$ cat src/rtl/sce_pkg.sv
package sce_pkg;
  localparam int REG_W      = 32;
  localparam int BYTE_W     = 8;
  localparam int CNT_W      = 4;
  localparam int CLKSEL_W   = 2;
  localparam int TX_MAX     = 8;
  localparam int RX_MAX     = 4;
  localparam int OFS_CTRL   = 'h0;
  localparam int OFS_OPADDR = 'h4;
  localparam int OFS_DATA   = 'h8;
  localparam int BIT_START  = 8;
  localparam int BIT_BUSY   = 16;
  localparam int POS_SIZE   = 17;
  localparam int POS_CLKSEL = 24;

  typedef enum logic [2:0] {
    ST_IDLE, ST_LEAD, ST_HI, ST_LO, ST_TAIL_A, ST_TAIL_B
  } sce_state_e;
endpackage

$ cat src/rtl/sce_tick.sv
module sce_tick #(
  parameter int W = 2
) (
  input  logic         clk,
  input  logic         rst_n,
  input  logic         run,
  input  logic [W-1:0] limit,
  output logic         tick
);
  logic [W-1:0] cnt;

  assign tick = run && (cnt == limit);

  always_ff @(posedge clk or negedge rst_n) begin
    if (!rst_n)             cnt <= '0;
    else if (!run || tick)  cnt <= '0;
    else                    cnt <= cnt + 1'b1;
  end
endmodule

$ cat src/rtl/sce_txsel.sv
module sce_txsel
  import sce_pkg::*;
(
  input  logic [CNT_W-1:0]  idx,
  input  logic [CNT_W-1:0]  tx_cnt,
  input  logic [REG_W-1:0]  opaddr,
  input  logic [REG_W-1:0]  data,
  output logic [BYTE_W-1:0] byte_o
);
  logic [REG_W-1:0] data_sh;

  assign data_sh = data >> {idx[1:0], 3'b000};

  always_comb begin
    byte_o = '0;
    if (idx < tx_cnt) begin
      case (idx)
        4'd0:    byte_o = opaddr[7:0];
        4'd1:    byte_o = opaddr[31:24];
        4'd2:    byte_o = opaddr[23:16];
        4'd3:    byte_o = opaddr[15:8];
        default: byte_o = data_sh[BYTE_W-1:0];
      endcase
    end
  end
endmodule

$ cat src/rtl/sce_rxpack.sv
module sce_rxpack
  import sce_pkg::*;
(
  input  logic              clk,
  input  logic              rst_n,
  input  logic              clr,
  input  logic              we,
  input  logic [1:0]        idx,
  input  logic [BYTE_W-1:0] byte_in,
  output logic [REG_W-1:0]  word_o
);
  always_ff @(posedge clk or negedge rst_n) begin
    if (!rst_n)   word_o <= '0;
    else if (clr) word_o <= '0;
    else if (we)  word_o[{idx, 3'b000} +: BYTE_W] <= byte_in;
  end
endmodule

$ cat src/rtl/spi_cmd_engine.sv
module spi_cmd_engine
  import sce_pkg::*;
#(
  parameter int ADDR_W = 4
) (
  input  logic              clk,
  input  logic              rst_n,
  input  logic              bus_wr,
  input  logic [ADDR_W-1:0] bus_addr,
  input  logic [REG_W-1:0]  bus_wdata,
  output logic [REG_W-1:0]  bus_rdata,
  output logic              spi_sck,
  output logic              spi_cs_n,
  output logic              spi_mosi,
  input  logic              spi_miso
);
  sce_state_e           state;
  logic [CNT_W-1:0]     tx_q, rx_q, byte_idx, rx_eff, total, nidx, rx_slot;
  logic [1:0]           size_q;
  logic [CLKSEL_W-1:0]  clks_q;
  logic [REG_W-1:0]     opaddr_q, data_q, rx_word;
  logic [2:0]           bit_idx;
  logic [BYTE_W-1:0]    sh_out, sh_in, next_byte;
  logic                 busy, tick, wr_ctrl, tx_ok, accept, last_bit, byte_end, rx_we;

  assign busy    = (state != ST_IDLE);
  assign wr_ctrl = bus_wr && (bus_addr == ADDR_W'(OFS_CTRL));
  assign tx_ok   = (bus_wdata[3:0] != '0) && (bus_wdata[3:0] <= CNT_W'(TX_MAX));
  assign accept  = wr_ctrl && !busy && bus_wdata[BIT_START] && tx_ok;

  assign rx_eff   = (rx_q > CNT_W'(RX_MAX)) ? CNT_W'(RX_MAX) : rx_q;
  assign total    = tx_q + rx_eff;
  assign nidx     = byte_idx + 1'b1;
  assign byte_end = (state == ST_HI) && tick && (bit_idx == 3'd0);
  assign last_bit = (byte_idx == total - 1'b1) && (bit_idx == 3'd0);
  assign rx_slot  = byte_idx - tx_q;
  assign rx_we    = byte_end && (byte_idx >= tx_q);

  sce_tick #(.W(CLKSEL_W)) u_tick (
    .clk(clk), .rst_n(rst_n), .run(busy), .limit(clks_q), .tick(tick)
  );

  sce_txsel u_txsel (
    .idx(nidx), .tx_cnt(tx_q), .opaddr(opaddr_q), .data(data_q), .byte_o(next_byte)
  );

  sce_rxpack u_rxpack (
    .clk(clk), .rst_n(rst_n), .clr(accept), .we(rx_we),
    .idx(rx_slot[1:0]), .byte_in(sh_in), .word_o(rx_word)
  );

  always_ff @(posedge clk or negedge rst_n) begin
    if (!rst_n) begin
      state    <= ST_IDLE;
      tx_q     <= '0;
      rx_q     <= '0;
      size_q   <= '0;
      clks_q   <= '0;
      opaddr_q <= '0;
      data_q   <= '0;
      byte_idx <= '0;
      bit_idx  <= '0;
      sh_out   <= '0;
      sh_in    <= '0;
    end else begin
      if (bus_wr && !busy) begin
        if (bus_addr == ADDR_W'(OFS_CTRL)) begin
          tx_q   <= bus_wdata[3:0];
          rx_q   <= bus_wdata[7:4];
          size_q <= bus_wdata[POS_SIZE +: 2];
          clks_q <= bus_wdata[POS_CLKSEL +: CLKSEL_W];
        end else if (bus_addr == ADDR_W'(OFS_OPADDR)) begin
          opaddr_q <= bus_wdata;
        end else if (bus_addr == ADDR_W'(OFS_DATA)) begin
          data_q <= bus_wdata;
        end
      end
      case (state)
        ST_IDLE: if (accept) begin
          state    <= ST_LEAD;
          byte_idx <= '0;
          bit_idx  <= 3'd7;
          sh_out   <= opaddr_q[7:0];
        end
        ST_LEAD, ST_LO: if (tick) begin
          state <= ST_HI;
          sh_in <= {sh_in[BYTE_W-2:0], spi_miso};
        end
        ST_HI: if (tick) begin
          state <= last_bit ? ST_TAIL_A : ST_LO;
          if (bit_idx == 3'd0) begin
            byte_idx <= nidx;
            bit_idx  <= 3'd7;
            sh_out   <= next_byte;
          end else begin
            bit_idx <= bit_idx - 1'b1;
            sh_out  <= {sh_out[BYTE_W-2:0], 1'b0};
          end
        end
        ST_TAIL_A: if (tick) state <= ST_TAIL_B;
        ST_TAIL_B: if (tick) begin
          state <= ST_IDLE;
          if (rx_q != '0) data_q <= rx_word;
        end
        default: state <= ST_IDLE;
      endcase
    end
  end

  assign spi_sck  = (state == ST_HI);
  assign spi_cs_n = !busy;
  assign spi_mosi = busy && sh_out[BYTE_W-1];

  always_comb begin
    bus_rdata = '0;
    if (bus_addr == ADDR_W'(OFS_CTRL)) begin
      bus_rdata[3:0]                   = tx_q;
      bus_rdata[7:4]                   = rx_q;
      bus_rdata[BIT_BUSY]              = busy;
      bus_rdata[POS_SIZE +: 2]         = size_q;
      bus_rdata[POS_CLKSEL +: CLKSEL_W] = clks_q;
    end else if (bus_addr == ADDR_W'(OFS_OPADDR)) begin
      bus_rdata = opaddr_q;
    end else if (bus_addr == ADDR_W'(OFS_DATA)) begin
      bus_rdata = data_q;
    end
  end
endmodule

$ cat config.mk
export PLATFORM = sky130hd
export DESIGN_NAME = spi_cmd_engine
export DESIGN_NICKNAME = d
export VERILOG_FILES = /design/src/rtl/sce_pkg.sv /design/src/rtl/sce_tick.sv /design/src/rtl/sce_txsel.sv /design/src/rtl/sce_rxpack.sv /design/src/rtl/spi_cmd_engine.sv
export SDC_FILE = /design/constraint.sdc
export NUM_CORES = 1
export LEC_CHECK = 0
export ABC_AREA = 1
export BUFFER_PORTS_ARGS = -buffer_cell sky130_fd_sc_hd__buf_2
export CORE_MARGIN = 1.5
export CORE_UTILIZATION = 62
export CTS_CLUSTER_SIZE = 20
export DETAILED_ROUTE_END_ITERATION = 6
export GPL_ROUTABILITY_DRIVEN = 0
export PLACE_DENSITY = 0.83
export SYNTH_ARGS = -nofsm -noshare
export SYNTH_HDL_FRONTEND = slang
export SYNTH_HIERARCHICAL = 1
export SYNTH_SLANG_ARGS = --single-unit
export TNS_END_PERCENT = 5
$ cat constraint.sdc
create_clock -name clk -period 4.5 [get_ports clk]
set_input_delay 0.225 -clock clk [delete_from_list [all_inputs] [get_ports clk]]
set_output_delay 0.225 -clock clk [all_outputs]
set_load 0.01 [all_outputs]
## Yosys cells after proc, flatten, opt, wreduce, memory -nomap -nowiden

Cells that the tools add are included.

| word-level totals | value |
|---|---|
| bits in registers | 136 |
| bits of input ports | 40 |
| output and inout bits | 35 |
| word-level logic and storage cells | 117 |

| cells by class | value |
|---|---|
| add/subtract/negate cells | 7 |
| $lt $le $gt $ge | 4 |
| eq/ne operators | 18 |
| shift operators | 3 |
| mux-type cells | 41 |
| bitwise operators | 1 |
| reduce and logical (&&, ||, !) cells | 30 |

Operators with widths:

| kind | number |
|---|---|
| two-way mux 32 bit | 11 |
| two-way mux 8 bit | 6 |
| bitwise mux 32 bit | 1 |
| one-hot mux 8 bit (4 select lines) | 1 |
| variable shift 8 x 7 -> 32 bit (first input constant) | 1 |
| variable part select 8 x 7 -> 32 bit | 1 |
| right shift 32 x 5 -> 8 bit | 1 |
| two-way mux 3 bit | 10 |
| two-way mux 4 bit | 4 |
| one-hot mux 8 bit (2 select lines) | 1 |
| one-hot mux 3 bit (5 select lines) | 1 |
| logical AND 1 bit | 12 |
| equality test 4 x 2 -> 1 bit (second input constant) | 2 |
| logical NOT 4 bit | 2 |
| != test 2 bit (second input constant) | 4 |
| one-hot mux 4 bit (2 select lines) | 1 |
| nonzero test 4 bit | 2 |
| negator 5 -> 7 bit | 1 |
| equality test 3 x 2 -> 1 bit (second input constant) | 2 |
| equality test 3 bit (second input constant) | 2 |
| logical NOT 3 bit | 2 |
| two-way mux 6 bit | 1 |
| one-hot mux 3 bit (2 select lines) | 1 |
| AND reduction 3 bit | 2 |
| other kinds (28) | 32 |

## Depth between registers and ports, before layout

| depth | value |
|---|---|
| word-level depth | 9 |
| mapped depth | 17 |
| gate-level depth less buffers | 17 |

## By module

The synthesis kept the hierarchy.

By module, submodules not included:

| module | instances | cells each | area an instance (µm²) | seq. area each (µm²) |
|---|---|---|---|---|
| spi_cmd_engine | 1 | 675 | 5347.6 | 2552.4 |
| sce_rxpack | 1 | 193 | 1530.2 | 800.8 |
| sce_txsel | 1 | 214 | 949.7 | 0.0 |
| sce_tick | 1 | 19 | 123.9 | 50.0 |

## Worst setup path before layout

OpenSTA, ideal clock, no wires.

| timing | value |
|---|---|
| kind | reg2reg |
| from | register rx_q[2] |
| to | register state[0] |
| setup time | 121 ps |
| arrival | 2224 ps |
| data required time | 4379 ps |
| slack | 2155 ps |
| stages on the path, launching flop included | 17 |
| buffers on the path | 0 |
| clock period less this slack | 2345 ps |
| cells stage by stage | dfrtp_1 > nor2_1 > nand2_1 > ha_1 > inv_1 > ha_1 > inv_1 > fa_1 > nor2_1 > nor2_1 > nand2_1 > nor2_1 > nand3_1 > nand2_1 > nand2_1 > nand2_1 > nand2_1 |

| on the way | value |
|---|---|
| word-level cells in the longest chain between the ends | 9 |

Ends and longest elaborated chain:

| element | line | source |
|---|---|---|
| from (decl) | spi_cmd_engine.sv:18 | `logic [CNT_W-1:0] tx_q, rx_q, byte_idx, rx_eff, total, nidx, rx_slot;` |
| from (signal assigned) | spi_cmd_engine.sv:69 | `rx_q <= bus_wdata[7:4];` |
| greater-than comparator 4 x 3 -> 1 bit | spi_cmd_engine.sv:31 | `assign rx_eff = (rx_q > CNT_W'(RX_MAX)) ? CNT_W'(RX_MAX) : rx_q;` |
| two-way mux 4 bit * | spi_cmd_engine.sv:31 |  |
| adder 4 bit * | spi_cmd_engine.sv:32 | `assign total = tx_q + rx_eff;` |
| subtractor 4 x 1 -> 4 bit * | spi_cmd_engine.sv:35 | `assign last_bit = (byte_idx == total - 1'b1) && (bit_idx == 3'd0);` |
| equality test 4 bit * | spi_cmd_engine.sv:35 |  |
| logical AND 1 bit * | spi_cmd_engine.sv:35 |  |
| two-way mux 3 bit * | spi_cmd_engine.sv:90 | `state <= last_bit ? ST_TAIL_A : ST_LO;` |
| two-way mux 3 bit * | spi_cmd_engine.sv:89 | `ST_HI: if (tick) begin` |
| one-hot mux 3 bit (5 select lines) * | spi_cmd_engine.sv:78 | `case (state)` |
| to (signal assigned) | spi_cmd_engine.sv:90 |  |
| to (decl) | spi_cmd_engine.sv:17 | `sce_state_e state;` |

Every way passes the cells marked *; elsewhere a longest branch is shown, timed or not. The select of a mux whose other input is x is not followed.
A chain may end at the register's enable or synchronous reset.

## Worst setup path in the final report

| timing | value |
|---|---|
| from | register state[2] |
| to | register data_q[31] |

| on the way | value |
|---|---|
| elaborated cells between the ends (all ways) | 9 |
| classes of those cells | 1 x eq/ne; 4 x mux; 4 x reduce/logical |

RTL lines:

| element | line | source |
|---|---|---|
| nonzero test 3 bit | spi_cmd_engine.sv:26 | `assign busy = (state != ST_IDLE);` |
| via busy | spi_cmd_engine.sv:24 | `logic busy, tick, wr_ctrl, tx_ok, accept, last_bit, byte_end, rx_we;` |
| logical AND 1 bit | sce_tick.sv:12 | `assign tick = run && (cnt == limit);` |
| via tick | spi_cmd_engine.sv:24 |  |
| two-way mux 32 bit | spi_cmd_engine.sv:101 | `ST_TAIL_B: if (tick) begin` |
| two-way mux 32 bit | spi_cmd_engine.sv:78 |  |
| to (signal assigned) | spi_cmd_engine.sv:75 | `data_q <= bus_wdata;` |
| to (signal assigned) | spi_cmd_engine.sv:103 | `if (rx_q != '0) data_q <= rx_word;` |
| to (decl) | spi_cmd_engine.sv:21 | `logic [REG_W-1:0] opaddr_q, data_q, rx_word;` |

The timed path passes the listed nets, and every way through them passes these cells.

==> results_dict.tcl <==
set metrics [dict create \
    synthAdderAreaFrac 0.0349 \
    synth.distinct_cells 38 \
    endpoint_kind "register" \
    ys_seq_elements 136 \
    initialDrtViolationCount 898 \
    synthXorXnorAreaFrac 0.00441 \
    synth_edf_count 0 \
    design_area_sq_um 8970 \
    clock_sinks 136 \
    power_density_nw_per_um2 666 \
    tns_ns 0 \
    rrSetupSlack_ns 1.38 \
    top_usage_layer "met2" \
    synth_warnings 6 \
    grtUsageMet3 0.0903 \
    ys_seq_area_frac 0.428 \
    synth_mux_area_frac 0.0113 \
    drt-wirelength-per-cell_microns 16.7 \
    setup_slack_ns 1.38 \
    fmax_ghz 0.321 \
    fin_crit_ns 3.12 \
    nFillCells 976 \
    die_y_microns 116 \
    route.detailed.drc 3 \
    slew_headroom 0.175 \
    ir_drop_uv 432 \
    yosys_most_used_dff "dfrtp_1" \
    holdPathEnd "opaddr_q[26]" \
    viasPerCell 5.64 \
    critical_path_arrival_ns 3.37 \
    reg2reg_depth 9 \
    n_antenna_cell 0 \
    gr-usage-met1 0.484 \
    antenna_found_initial 1 \
    vias 7580 \
    clk_pin_slew_ns 0.06 \
    power_mw 5.97 \
    cts_setup_buffers 0 \
    rsz0062_at_grt "no" \
    final_hold_viol_count 0 \
    min-delay-start "bus_wdata[26]" \
    cts-root-buf "clkbuf_16" \
    holdPathStages 3 \
    crit_type "reg2reg" \
    drv_slew 0 \
    status "complete, but fails checks" \
    syn-num-nets 1162 \
    syn_inst 1101 \
    violations "DRC" \
    gr-total-overflow 0 \
    regToRegEndpoint "data_q[31]" \
    antenna_left 0 \
    gr-usage-met2 0.530 \
    drv_cap 0 \
    fin_nets 1221 \
    place.detailed.hpwl_microns 15400 \
    worstMarginPinSlew_ns 1.23 \
    die-area_sq_um 13500 \
    fp-row-count 41 \
    synth_area_sq_um 7950 \
    post-route-period-util 0.692 \
    setup_violations 0 \
    io_pins 75 \
    synth_top_family_by_area "simple AND/OR/NAND/NOR gates" \
    required_ns 4.75 \
    numPortBuffers 74 \
    grt_pass1_wl_microns 36000 \
    drive_gt1_frac 0.131 \
    grt_pass1_vias 6999 \
    grt_max_degree 102 \
    syn_area_per_cell_sq_um 7.22 \
    clock_latency_ns 0.42 \
    synth_compound_area_frac 0.121 \
    dpl_cell_area_sq_um 8350 \
    async_reset_ff_frac 1.00 \
    area_growth_pct 12.9 \
    hold_class "in2reg" \
    core_area_sq_um 12600 \
    cts.repair.resized 0 \
    initial_core_util 0.633 \
    grtUsageTotal 0.353 \
    yosys.area_share.simple 0.293 \
    first_pass_iters 7 \
    cts_buffer_depth 2 \
    ctsHoldBuffers 1 \
    place_inst 1312 \
    numCtsBuffers 17 \
    p_leak_nw 5.04 \
    fin_skew_ns 0.00706 \
    fin_cells 1345 \
    pre_cts_ws_ns 1.49 \
    finalWirelength_microns 22500 \
    start_kind "register" \
    die_width_microns 116 \
    cts_tree "yes" \
    r2r-start "state[2]" \
    critPathMaxFanout 64 \
    htreeDepth 4 \
]
## worst max-delay path, stage by stage (launching register included)
cell,delay [ns]
dfrtp_1,0.45
inv_1,0.12
nand2_4,0.15
inv_1,0.05
nor2_1,0.47
inv_1,0.20
nor3_1,0.27
nand2_2,0.72
nor2_1,0.43
a31oi_1,0.07
## synth_stat cells, drive strengths merged (2+ instances only)
library cell  count  area share
inv             158       0.075
nand3            47       0.030
clkbuf           17      0.0080
nand2           375        0.18
a21boi            2      0.0019
nor3              3      0.0039
xor2              3      0.0033
dfrtp           136        0.43
o221ai           13       0.014
ha               19       0.030
nand4             9      0.0071
buf              26       0.024
nor2            127       0.068
o211ai            8      0.0076
mux2              8       0.011
fa                2      0.0050
o22ai            18       0.014
a21oi            70       0.046
o21ai            54       0.035
## registers in the layout (all words and copies together) (netlist names)
| name | cells |
|---|---|
| bit_idx | 3 |
| data_q | 32 |
| sh_in | 8 |
| clks_q | 2 |
| rx_q | 4 |
| opaddr_q | 32 |
| size_q | 2 |
| tx_q | 4 |
| byte_idx | 4 |
| u_tick/cnt | 2 |
| u_rxpack/word_o | 32 |
| state | 3 |
| sh_out | 8 |
## where the power goes
part           switching, mW  total [mW]  leakage [nW]  internal (mW)
clock network          0.519        1.45         0.293          0.929
logic                   1.66        2.53          3.11          0.869
registers              0.335        2.00          1.63           1.66
total                   2.51        5.97          5.04           3.46
## worst max-delay path by stage
| stage | start | end | slack (ns) | depth (start not counted) |
|---|---|---|---|---|
| 4_1_cts | state[2] | data_q[31] | 1.46 | 9 |
| 3_3_place_gp | state[2] | data_q[31] | 1.53 | 9 |
| 2_1_floorplan | rx_q[2] | state[0] | 2.15 | 16 |
| 5_1_grt | state[1] | u_rxpack/word_o[18] | 1.17 | 12 |
| 3_5_place_dp | state[2] | data_q[31] | 1.49 | 9 |
| 6_report | state[2] | data_q[31] | 1.38 | 9 |
## cell usage in the layout (no fill, tap or decap), types with 4 or more instances in the layout
| master | count |
|---|---|
| dfrtp_1 | 136 |
| clkbuf_8 | 4 |
| o21ai_0 | 39 |
| o211ai_1 | 8 |
| clkbuf_16 | 17 |
| a21oi_2 | 4 |
| nand2_4 | 5 |
| o21ai_1 | 12 |
| buf_2 | 73 |
| mux2_2 | 8 |
| clkbuf_1 | 4 |
| inv_1 | 152 |
| nand4_1 | 9 |
| a21oi_1 | 66 |
| nand3_1 | 47 |
| nand2_1 | 365 |
| nor2_4 | 7 |
| o22ai_1 | 18 |
| inv_2 | 4 |
| ha_1 | 19 |
| buf_4 | 8 |
| nor2_1 | 117 |
| nand2_2 | 5 |
| o221ai_1 | 13 |
## final cells by class
| type | count | area (sq um) | share of cell area |
|---|---|---|---|
| repair buffers | 83 | 447 | 0.0498 |
| clock buffers | 25 | 495 | 0.0552 |
| inverters | 159 | 602 | 0.0671 |
| well taps | 172 | 215 | 0.0240 |
| clock inverters | 7 | 115 | 0.0128 |
| multi-input cells | 763 | 3700 | 0.412 |
| flip-flops and latches | 136 | 3400 | 0.379 |
## metrics by stage
stage	util	hold slack (ns)
5_1_grt	0.714	0.0297
4_1_cts	0.714	0.0156
6_report	0.714	0.0255
3_3_place_gp	0.665	0.410
3_5_place_dp	0.665	0.412
2_1_floorplan	-	-0.0706
## kinds of logic (layout without fill, tap and decap cells)
logic type | Yosys count | after routing
AND/OR/NAND/NOR | 563 | 563
XOR/XNOR | 4 | 4
AO/OA/AOI/OAI | 167 | 167
buffers and inverters | 202 | 274
flip-flops | 136 | 136
adder cells (fa/ha/maj) | 21 | 21
multiplexers | 8 | 8
## routing by layer
layer	wire length (microns)	up-vias
met1	9460	3539
met3	1960	75
li1	-	3584
met2	10200	380
met5	9	-
met4	881	2
Note: power is estimated with default switching activity, not from simulation.
